$ cat src/rtl/adc_rd_pkg.sv
package adc_rd_pkg;

   localparam int FRAME_BITS = 16;
   localparam int LEAD_BITS  = 4;
   localparam int HALVES     = 2 * FRAME_BITS;

   typedef enum logic [1:0] {
      SEQ_IDLE,
      SEQ_SETUP,
      SEQ_SHIFT,
      SEQ_QUIET
   } seq_state_t;

   function automatic int ceil_div(input int num, input int den);
      return (num + den - 1) / den;
   endfunction

endpackage

$ cat src/rtl/adc_rd_rate.sv
module adc_rd_rate #(
   parameter int PERIOD = 100
) (
   input  logic clk,
   input  logic rst_n,
   input  logic en_i,
   output logic tick_o
);

   generate
      if (PERIOD == 0) begin : g_no_timer
         assign tick_o = 1'b0;
      end else begin : g_timer
         localparam int CW = (PERIOD > 1) ? $clog2(PERIOD) : 1;
         logic [CW-1:0] cnt_q;

         always_ff @(posedge clk or negedge rst_n) begin
            if (!rst_n)
               cnt_q <= '0;
            else if (!en_i)
               cnt_q <= '0;
            else if (cnt_q == CW'(PERIOD - 1))
               cnt_q <= '0;
            else
               cnt_q <= cnt_q + 1'b1;
         end

         assign tick_o = en_i && (cnt_q == CW'(PERIOD - 1));

         // an expiry is always followed by a restart of the count
         assert_timer_wrap_R9: assert property (@(posedge clk) disable iff (!rst_n)
            tick_o |=> (cnt_q == '0));
      end
   endgenerate

endmodule

$ cat src/rtl/adc_rd_seq.sv
module adc_rd_seq
   import adc_rd_pkg::*;
#(
   parameter int HALF_DIV  = 2,
   parameter int QUIET_CYC = 3
) (
   input  logic clk,
   input  logic rst_n,
   input  logic go_i,
   output logic cs_n_o,
   output logic sclk_o,
   output logic cap_o,
   output logic done_o,
   output logic busy_o
);

   localparam int DIV_W  = (HALF_DIV > 1) ? $clog2(HALF_DIV) : 1;
   localparam int QW     = (QUIET_CYC > 1) ? $clog2(QUIET_CYC) : 1;
   localparam int HALF_W = $clog2(HALVES);

   seq_state_t        state_q;
   logic [DIV_W-1:0]  div_q;
   logic [HALF_W-1:0] half_q;
   logic [QW-1:0]     quiet_q;
   logic              div_end;

   assign div_end = (div_q == DIV_W'(HALF_DIV - 1));

   always_ff @(posedge clk or negedge rst_n) begin
      if (!rst_n) begin
         state_q <= SEQ_IDLE;
         div_q   <= '0;
         half_q  <= '0;
         quiet_q <= '0;
         cs_n_o  <= 1'b1;
         sclk_o  <= 1'b0;
      end else begin
         case (state_q)
            SEQ_IDLE: begin
               if (go_i) begin
                  state_q <= SEQ_SETUP;
                  cs_n_o  <= 1'b0;
                  div_q   <= '0;
               end
            end
            SEQ_SETUP: begin
               if (div_end) begin
                  state_q <= SEQ_SHIFT;
                  sclk_o  <= 1'b1;
                  div_q   <= '0;
                  half_q  <= '0;
               end else begin
                  div_q <= div_q + 1'b1;
               end
            end
            SEQ_SHIFT: begin
               if (div_end) begin
                  div_q <= '0;
                  if (half_q == HALF_W'(HALVES - 1)) begin
                     state_q <= SEQ_QUIET;
                     cs_n_o  <= 1'b1;
                     quiet_q <= '0;
                  end else begin
                     half_q <= half_q + 1'b1;
                     sclk_o <= ~sclk_o;
                  end
               end else begin
                  div_q <= div_q + 1'b1;
               end
            end
            SEQ_QUIET: begin
               if (quiet_q == QW'(QUIET_CYC - 1))
                  state_q <= SEQ_IDLE;
               else
                  quiet_q <= quiet_q + 1'b1;
            end
            default: state_q <= SEQ_IDLE;
         endcase
      end
   end

   // capture happens on the edge that raises the serial clock
   assign cap_o  = div_end && ((state_q == SEQ_SETUP) ||
                   ((state_q == SEQ_SHIFT) && !sclk_o && (half_q != HALF_W'(HALVES - 1))));
   assign done_o = div_end && (state_q == SEQ_SHIFT) && (half_q == HALF_W'(HALVES - 1));
   assign busy_o = (state_q != SEQ_IDLE);

   // serial clock parked low outside a frame
   assert_sclk_parked_R3: assert property (@(posedge clk) disable iff (!rst_n)
      cs_n_o |-> !sclk_o);

   // an accepted request lowers select on the next edge
   assert_start_accept_R2: assert property (@(posedge clk) disable iff (!rst_n)
      (!busy_o && go_i) |=> (!cs_n_o && busy_o));

   // during the quiet gap select cannot fall, whatever is requested
   assert_quiet_no_start_R8: assert property (@(posedge clk) disable iff (!rst_n)
      (busy_o && cs_n_o) |=> cs_n_o);

endmodule

$ cat src/rtl/adc_rd_shifter.sv
module adc_rd_shifter
   import adc_rd_pkg::*;
#(
   parameter int DATA_W = 12
) (
   input  logic              clk,
   input  logic              rst_n,
   input  logic              cap_i,
   input  logic              bit_i,
   input  logic              done_i,
   output logic [DATA_W-1:0] result_o,
   output logic              valid_o
);

   localparam int TRAIL_W = FRAME_BITS - LEAD_BITS - DATA_W;
   localparam int TOP_BIT = FRAME_BITS - LEAD_BITS - 1;

   logic [FRAME_BITS-1:0] frame_q;
   logic [DATA_W-1:0]     field;

   always_ff @(posedge clk or negedge rst_n) begin
      if (!rst_n)
         frame_q <= '0;
      else if (cap_i)
         frame_q <= {frame_q[FRAME_BITS-2:0], bit_i};
   end

   generate
      if (TRAIL_W == 0) begin : g_no_trail
         assign field = frame_q[TOP_BIT:0];
      end else begin : g_trail
         assign field = frame_q[TOP_BIT -: DATA_W];
      end
   endgenerate

   always_ff @(posedge clk or negedge rst_n) begin
      if (!rst_n) begin
         result_o <= '0;
         valid_o  <= 1'b0;
      end else begin
         valid_o <= done_i;
         if (done_i)
            result_o <= field;
      end
   end

   // strobe lasts one cycle
   assert_valid_single_R6: assert property (@(posedge clk) disable iff (!rst_n)
      valid_o |=> !valid_o);

   // result holds between strobes
   assert_result_hold_R11: assert property (@(posedge clk) disable iff (!rst_n)
      !valid_o |-> $stable(result_o));

endmodule

$ cat src/rtl/adc_frame_reader.sv
module adc_frame_reader
   import adc_rd_pkg::*;
#(
   parameter int DATA_W      = 12,
   parameter int CLK_NS      = 20,
   parameter int HALF_DIV    = 2,
   parameter int QUIET_NS    = 50,
   parameter int AUTO_PERIOD = 100
) (
   input  logic              clk,
   input  logic              rst_n,
   input  logic              start_i,
   input  logic              auto_en_i,
   input  logic              adc_sdata_i,
   output logic              adc_cs_n_o,
   output logic              adc_sclk_o,
   output logic [DATA_W-1:0] result_o,
   output logic              valid_o,
   output logic              busy_o
);

   localparam int QUIET_CYC = ceil_div(QUIET_NS, CLK_NS);
   localparam int FRAME_CYC = HALF_DIV * (1 + HALVES) + QUIET_CYC + 1;
   localparam int HC_W      = $clog2(QUIET_CYC + 2);

   generate
      if (!(DATA_W == 8 || DATA_W == 10 || DATA_W == 12)) begin : g_bad_width
         $error("DATA_W must be 8, 10 or 12");
      end
      if (HALF_DIV < 1 || 2 * HALF_DIV * CLK_NS < 50) begin : g_bad_div
         $error("serial clock half period too short");
      end
      if (AUTO_PERIOD != 0 && AUTO_PERIOD < FRAME_CYC) begin : g_bad_period
         $error("AUTO_PERIOD shorter than one frame");
      end
   endgenerate

   logic tick, go, cap, done;

   adc_rd_rate #(.PERIOD(AUTO_PERIOD)) i_rate (
      .clk(clk), .rst_n(rst_n), .en_i(auto_en_i), .tick_o(tick)
   );

   assign go = start_i | tick;

   adc_rd_seq #(.HALF_DIV(HALF_DIV), .QUIET_CYC(QUIET_CYC)) i_seq (
      .clk(clk), .rst_n(rst_n), .go_i(go),
      .cs_n_o(adc_cs_n_o), .sclk_o(adc_sclk_o),
      .cap_o(cap), .done_o(done), .busy_o(busy_o)
   );

   adc_rd_shifter #(.DATA_W(DATA_W)) i_shift (
      .clk(clk), .rst_n(rst_n), .cap_i(cap), .bit_i(adc_sdata_i),
      .done_i(done), .result_o(result_o), .valid_o(valid_o)
   );

   // checker counter: cycles select has been high, saturating
   logic [HC_W-1:0] hi_cnt_q;
   always_ff @(posedge clk or negedge rst_n) begin
      if (!rst_n)
         hi_cnt_q <= HC_W'(QUIET_CYC + 1);
      else if (!adc_cs_n_o)
         hi_cnt_q <= '0;
      else if (hi_cnt_q != HC_W'(QUIET_CYC + 1))
         hi_cnt_q <= hi_cnt_q + 1'b1;
   end

   // select high long enough before it falls again
   assert_quiet_gap_R7: assert property (@(posedge clk) disable iff (!rst_n)
      $fell(adc_cs_n_o) |-> (hi_cnt_q >= HC_W'(QUIET_CYC)));

   // result delivered as select returns high
   assert_valid_at_release_R6: assert property (@(posedge clk) disable iff (!rst_n)
      $rose(adc_cs_n_o) |-> valid_o);

endmodule

$ cat config.mk
export PLATFORM = sky130hd
export DESIGN_NAME = adc_frame_reader
export DESIGN_NICKNAME = d
export VERILOG_FILES = /design/src/rtl/adc_rd_pkg.sv /design/src/rtl/adc_rd_rate.sv /design/src/rtl/adc_rd_seq.sv /design/src/rtl/adc_rd_shifter.sv /design/src/rtl/adc_frame_reader.sv
export SDC_FILE = /design/constraint.sdc
export NUM_CORES = 1
export LEC_CHECK = 0
export ABC_CLOCK_PERIOD_IN_PS = 2029
export CORE_MARGIN = 4
export CORE_UTILIZATION = 45
export CTS_CLUSTER_DIAMETER = 200
export DETAILED_ROUTE_END_ITERATION = 10
export DONT_BUFFER_PORTS = 1
export PLACE_DENSITY = 0.64
export SYNTH_ARGS = -nofsm -noshare
export SYNTH_HDL_FRONTEND = slang
export SYNTH_HIERARCHICAL = 1
export SYNTH_SLANG_ARGS = --single-unit
$ cat constraint.sdc
create_clock -name clk -period 2.03 [get_ports clk]
set_input_delay 0.203 -clock clk [delete_from_list [all_inputs] [get_ports clk]]
set_output_delay 0.203 -clock clk [all_outputs]
set_load 0.03 [all_outputs]
==> results of run 1 <==
stage by stage:
stage	power [mW]	util (%)	hold slack [ps]	setup TNS, ps
global route	1.73	56.1	30.3	-689
finish	1.65	56.1	49.0	-88.1
floorplan	0.951	-	-92.6	-64.8
CTS	1.68	54.6	38.1	-45.7
detailed placement	0.962	51.2	-90.9	-53.8
global placement	0.959	51.2	-91.0	-22.7
power groups by stage:
stage	Sequential, mW	Clock, mW	Combinational, mW
2_1_floorplan	0.921	0	0.0298
3_3_place_gp	0.923	0	0.0364
3_5_place_dp	0.925	0	0.0372
4_1_cts	0.907	0.713	0.0615
5_1_grt	0.911	0.752	0.0675
6_report	0.907	0.687	0.0600
Yosys cell counts:
cell / number / area, µm²
or3_1: 2 / 12.5
mux2i_1: 1 / 10.0
inv_1: 6 / 22.5
and2b_1: 1 / 7.51
a2bb2oi_1: 2 / 17.5
nor2_1: 8 / 30.0
o21ai_4: 1 / 16.3
and3_1: 2 / 12.5
or2_2: 1 / 6.26
nor2b_1: 5 / 31.3
dfrtp_1: 43 / 1080
buf_6: 2 / 22.5
nor3_1: 1 / 5.00
clkbuf_1: 1 / 3.75
nand3_1: 4 / 20.0
a21boi_2: 1 / 11.3
a2111oi_4: 1 / 27.5
or4b_4: 1 / 13.8
or2_1: 1 / 6.26
a21oi_1: 5 / 25.0
xor2_1: 2 / 17.5
nand4b_1: 1 / 8.76
mux2_4: 21 / 315
nand3b_1: 1 / 7.51
o31ai_1: 2 / 15.0
o21ai_0: 5 / 25.0
o21bai_1: 1 / 7.51
inv_2: 1 / 3.75
dfstp_2: 1 / 26.3
ha_1: 9 / 113
nand2_1: 6 / 22.5
o211ai_1: 1 / 7.51
mux2_2: 7 / 78.8
xnor2_1: 1 / 8.76
a22o_1: 8 / 70.1
metal layers:
| layer | track usage [%] | vias up |
|---|---|---|
| met5 | 0 | - |
| met4 | 4.71 | 0 |
| met3 | 4.73 | 4 |
| met2 | 25.6 | 17 |
| met1 | 15.2 | 645 |
| li1 | - | 605 |
cells by family after synthesis:
group | Yosys count | share of synthesized area, %
AO/OA/AOI/OAI | 27 | 10.6
AND/OR/NAND/NOR | 34 | 8.74
adder cells (fa/ha/maj) | 9 | 5.35
buffers and inverters | 10 | 2.50
multiplexers | 29 | 19.2
flip-flops | 44 | 52.4
XOR/XNOR | 3 | 1.25
worst paths after layout:
check,from,end,cells past startpoint
max,i_rate/g_timer.cnt_q[4],i_seq/state_q[1],6
min,auto_en_i,i_rate/g_timer.cnt_q[0],2
max reg2reg,i_rate/g_timer.cnt_q[4],i_seq/state_q[1],6
min reg2reg,i_rate/g_timer.cnt_q[0],i_rate/g_timer.cnt_q[0],1
max in group asynchronous,rst_n,i_seq/cs_n_o,2
min in group asynchronous,rst_n,i_rate/g_timer.cnt_q[3],2
sequential cells by signal (all words and copies together), names as in the netlist:
register,cells
i_rate/g_timer.cnt_q,7
i_seq/cs_n_o,1
i_seq/div_end,1
i_seq/half_q,5
i_seq/quiet_q,2
i_seq/sclk_o,1
i_seq/state_q,2
i_shift/frame_q,12
i_shift/result_o,12
i_shift/valid_o,1
layout make-up:
cell class / count / area (µm²) / share of cell area, %
sequential: 44 / 1100 / 44.2
timing repair buffer: 20 / 208 / 8.32
multi-input combinational: 102 / 978 / 39.2
tap: 52 / 65.1 / 2.61
clock inverter: 3 / 46.3 / 1.86
clock buffer: 5 / 68.8 / 2.76
inverter: 7 / 26.3 / 1.05
cell usage in the layout, fill, tap and decap left out, types with 3 or more instances in the layout:
master,n
a21oi_1,5
a22o_1,8
buf_12,3
buf_4,15
clkbuf_8,5
dfrtp_1,43
ha_1,8
inv_1,6
mux2_2,7
mux2_4,21
nand2_1,6
nand3_1,4
nor2_1,7
nor2b_1,5
o21ai_0,5
what timing repair did:
action,4_1_cts,5_1_grt
hold endpoints to repair,44,0
pin swaps,1,3
hold buffers,2,0
setup buffers,0,3
gates resized for setup,2,4
setup endpoints to repair,3,14
cloned,0,1
==> run_results.csv, run 1 <==
group,metric,value,unit
run_status,status,"finished, violations left",
run_status,violations,"negative setup slack",
sta,drv_slew,0,
die,rows,24,
detailed_routing,viasPerCell,5.45,
clock_tree,insertion_delay,300,ps
final_layout,design_area,0.00249,mm²
power_and_ir_drop,power_switching,0.360,mW
worst_setup_path,path_class,"reg2reg",
detailed_routing,wl_met2,2140,µm
grt,grt_overflow,0,
sta,finalSetupViolations,2,
synthesis,ys_types,35,
die,die_h,76.4,µm
placement,dp_slack,-53.8,ps
die,die_w,76.4,µm
grt,grt_max_degree,45,
power_and_ir_drop,internal_power,1.29,mW
grt,antenna_found_initial,0,
power_and_ir_drop,power_density,663,mW/mm²
power_and_ir_drop,comb_power_share,3.6,%
detailed_routing,antenna_left,0,
clock_tree,clk_path_buf_depth,2,
placement,placed_area,0.00227,mm²
die,io_pins,21,
clock_tree,clockRootBuffer,"clkbuf_8",
synthesis,synth_area_per_cell,13.5,µm²
detailed_routing,drt-total-wl,3940,µm
final_layout,diodes,0,
worst_setup_path,slowest_stage,"or4b_4",
clock_tree,numCtsBuffers,5,
sta,worst_pin_slew,326,ps
run,cap_viol_max_count,0,
detailed_routing,wl_met3,140,µm
placement,dpl.hpwl,2680,µm
synthesis,syn_inst,156,
worst_setup_path,cp.required,2210,ps
placement,dp_cells,219,
placement,place_congestion,0.795,
worst_setup_path,endpoint_kind,"register",
die,start_util,47.4,%
power_and_ir_drop,p_leak,1.16,nW
final_layout,drive_above_1_share,37.6,%
detailed_routing,post-route-drc-count,0,
power_and_ir_drop,sequentialPowerShare,54.8,%
die,die-area,0.00583,mm²
detailed_routing,drtIter0Drc,47,
power_and_ir_drop,clkPwrFrac,41.6,%
worst_setup_path,cp_top_family,"simple AND/OR/NAND/NOR gates",
clock_tree,cts_num_sinks,44,
worst_setup_path,crit_path_max_incr_delay,560,ps
placement,portBuffers,0,
sta,rsz0062_at_grt,"true",
sta,min_period,2110,ps
final_layout,area_growth,18.5,%
synthesis,ys_warn_count,6,
synthesis,ys_seq_elements,44,
detailed_routing,top_layer,"met4",
power_and_ir_drop,sw_frac_of_total,21.8,%
worst_setup_path,worst-path-buf-inv,0,
worst_setup_path,cp_max_fo,3,
worst_setup_path,critPathArrivalTime,2290,ps
worst_setup_path,critPathLaunchType,"register",
synthesis,syn_nets,170,
detailed_routing,wl_per_cell,16.9,µm
sta,slew_headroom,78.2,%
sta,fin_ws,-76.2,ps
worst_setup_path,r2r_slack,-80,ps
sta,finClkSkew,3.36,ps
grt,grt_pass1_vias,1400,
final_layout,final-instance-count-excl-fill,233,
sta,hold_violations,0,
die,core_area,0.00444,mm²
grt,grt_first_pass_wirelength,6520,µm
synthesis,seq_area_frac_synth,52.4,%
sta,fmax,475,MHz
power_and_ir_drop,ir_worst_vdd,0.443,mV
worst_hold_path,min_path_type,"in2reg",
detailed_routing,wl_met1,1620,µm
clock_tree,cts_tree,"yes",
clock_tree,cts_htree_levels,2,
detailed_routing,via_count,1271,
final_layout,nets,194,
worst_setup_path,cp_cell_sequence,"or4b_4 -> nor3_4 -> or2_1 -> and2b_2 -> a2111oi_4 -> mux2_4",
final_layout,fillCellCount,370,
sta,fin_crit_sh,104,%
synthesis,synth_area,0.00210,mm²
grt,track_usage,14.1,%
clock_tree,path_clk_slew,90,ps
detailed_routing,drt-pass1-iter-count,4,
No activity file was read; power rests on OpenSTA's default activity.
==> run 2: changes to the inputs <==
--- a/config.mk
+++ b/config.mk
@@ -5,12 +5,12 @@
 export SDC_FILE = /design/constraint.sdc
 export NUM_CORES = 1
 export LEC_CHECK = 0
-export ABC_CLOCK_PERIOD_IN_PS = 2029
 export CORE_MARGIN = 4
 export CORE_UTILIZATION = 45
 export CTS_CLUSTER_DIAMETER = 200
 export DETAILED_ROUTE_END_ITERATION = 10
 export DONT_BUFFER_PORTS = 1
+export HOLD_SLACK_MARGIN = 0.06
 export PLACE_DENSITY = 0.64
 export SYNTH_ARGS = -nofsm -noshare
 export SYNTH_HDL_FRONTEND = slang
==> run 2 against run 1 <==
Against the previous run: critical path type unchanged; design area is 0.80% higher; critical path depth unchanged; the run still ends with negative setup slack left; setup slack better by 1.0 ps; largest power group unchanged.
==> run_results.csv, run 2 (synthesized netlist as in run 1, its figures left out) <==
group,metric,value,unit
power_and_ir_drop,p_leak,1.17,nW
sta,fmax,475,MHz
worst_setup_path,slowest_stage,"or4b_4",
die,io_pins,21,
placement,portBuffers,0,
clock_tree,cts_num_sinks,44,
die,rows,24,
detailed_routing,via_count,1286,
power_and_ir_drop,power_density,661,mW/mm²
die,core_area,0.00444,mm²
worst_setup_path,critPathArrivalTime,2290,ps
grt,grt_overflow,0,
die,die-area,0.00583,mm²
sta,slew_headroom,78.2,%
placement,place_congestion,0.795,
detailed_routing,drtIter0Drc,48,
sta,fin_ws,-75.2,ps
detailed_routing,viasPerCell,5.47,
grt,antenna_found_initial,0,
sta,min_period,2110,ps
final_layout,regArea,0.00110,mm²
grt,track_usage,14.1,%
detailed_routing,drt-total-wl,3930,µm
final_layout,biggestRegsByFlops,"i_shift/frame_q (12), i_shift/result_o (12), i_rate/g_timer.cnt_q (7)",
final_layout,layout_commonest_cell,"dfrtp_1",
clock_tree,path_clk_slew,90,ps
final_layout,final_core_util,56.6,%
grt,grt_first_pass_wirelength,6550,µm
die,start_util,47.4,%
final_layout,mostFrequentLayoutCells,"43 x dfrtp_1, 21 x mux2_4, 15 x buf_4",
final_layout,multi_input_area,978,µm²
clock_tree,numCtsBuffers,5,
clock_tree,insertion_delay,300,ps
run_status,status,"finished, violations left",
detailed_routing,drt-pass1-iter-count,4,
grt,grt_max_degree,45,
detailed_routing,wl_per_cell,16.7,µm
worst_setup_path,path_class,"reg2reg",
sta,fin_hold_ws,336,ps
final_layout,nets,196,
worst_setup_path,critPathLaunchType,"register",
grt,met3_usage,4.49,%
die,die_h,76.4,µm
run_status,violations,"negative setup slack",
worst_setup_path,crit_path_max_incr_delay,560,ps
grt,grtUsageMet1,15.3,%
sta,hold_violations,0,
worst_setup_path,worst-path-buf-inv,0,
final_layout,drive_above_1_share,37.2,%
worst_setup_path,cp_cell_sequence,"or4b_4 -> nor3_4 -> or2_1 -> and2b_2 -> a2111oi_4 -> mux2_4",
sta,finalSetupTns,-86.6,ps
sta,finClkSkew,4.21,ps
sta,drv_slew,0,
power_and_ir_drop,fin_total_pwr,1.66,mW
worst_setup_path,cp.required,2210,ps
power_and_ir_drop,ir_worst_vdd,0.449,mV
clock_tree,clk_path_buf_depth,2,
placement,dpl.hpwl,2680,µm
run,cap_viol_max_count,0,
clock_tree,cts_htree_levels,2,
clock_tree,cts_tree,"yes",
grt,grt_util_met2,25.7,%
sta,worst_pin_slew,327,ps
sta,rsz0062_at_grt,"true",
worst_hold_path,min_path_type,"in2reg",
sta,finalSetupViolations,2,
final_layout,fillCellCount,366,
final_layout,area_growth,19.5,%
clock_tree,clockRootBuffer,"clkbuf_8",
worst_setup_path,cp_top_family,"simple AND/OR/NAND/NOR gates",
sta,fin_crit_sh,104,%
placement,dp_slack,-53.8,ps
worst_setup_path,endpoint_kind,"register",
detailed_routing,post-route-drc-count,0,
final_layout,diodes,0,
grt,grt-busiest-layer,"met2",
worst_setup_path,cp_max_fo,3,
grt,grt_pass1_vias,1416,
detailed_routing,antenna_left,0,
die,die_w,76.4,µm
==> run 2: final timing paths <==
kind | startpoint | endpoint | slack, ps | cells after the start
min reg2reg | i_rate/g_timer.cnt_q[0] | i_rate/g_timer.cnt_q[0] | 490 | 1
max reg2reg | i_rate/g_timer.cnt_q[4] | i_seq/state_q[1] | -80 | 6
min in group asynchronous | rst_n | i_rate/g_timer.cnt_q[3] | 380 | 2
max | i_rate/g_timer.cnt_q[4] | i_seq/state_q[1] | -80 | 6
min | start_i | i_seq/cs_n_o | 340 | 4
max in group asynchronous | rst_n | i_seq/cs_n_o | 1400 | 2
==> run 2: per-stage QoR <==
step | area, µm² | instances
final | 2510 | 235
after detailed placement | 2270 | 219
after global placement | 2270 | 219
after CTS | 2450 | 231
after floorplan | 2110 | 156
after global routing | 2510 | 235
==> run 2: timing repair <==
item | 4_1_cts | 5_1_grt
gates resized for setup | 2 | 4
setup buffers | 0 | 3
pin swaps | 1 | 3
hold endpoints to repair | 52 | 0
cloned | 0 | 1
hold buffers | 4 | 0
endpoints found under the setup margin | 3 | 14
==> run 2: layout make-up <==
type | instances | area share (%)
clock buffer | 5 | 2.74
tap | 52 | 2.59
inverter | 7 | 1.04
sequential | 44 | 43.8
clock inverter | 3 | 1.84
multi-input combinational | 102 | 38.9
timing repair buffer | 22 | 9.05
==> run 2: worst reg2reg max path, cell delays in order, from the launching register on <==
cell,delay [ps]
dfrtp_1,390
or4b_4,560
nor3_4,110
or2_1,120
and2b_2,240
a2111oi_4,240
mux2_4,340
==> run 2: power breakdown <==
part,switching (mW),internal (mW)
logic,0.0308,0.0328
registers,0.0135,0.893
clock network,0.321,0.371
==> run 2: per-layer routing <==
layer / wire (µm) / part of all wire (%)
met1: 1630 / 41
met2: 2130 / 54
met3: 122 / 3.1
met4: 52 / 1.3
met5: 0 / 0
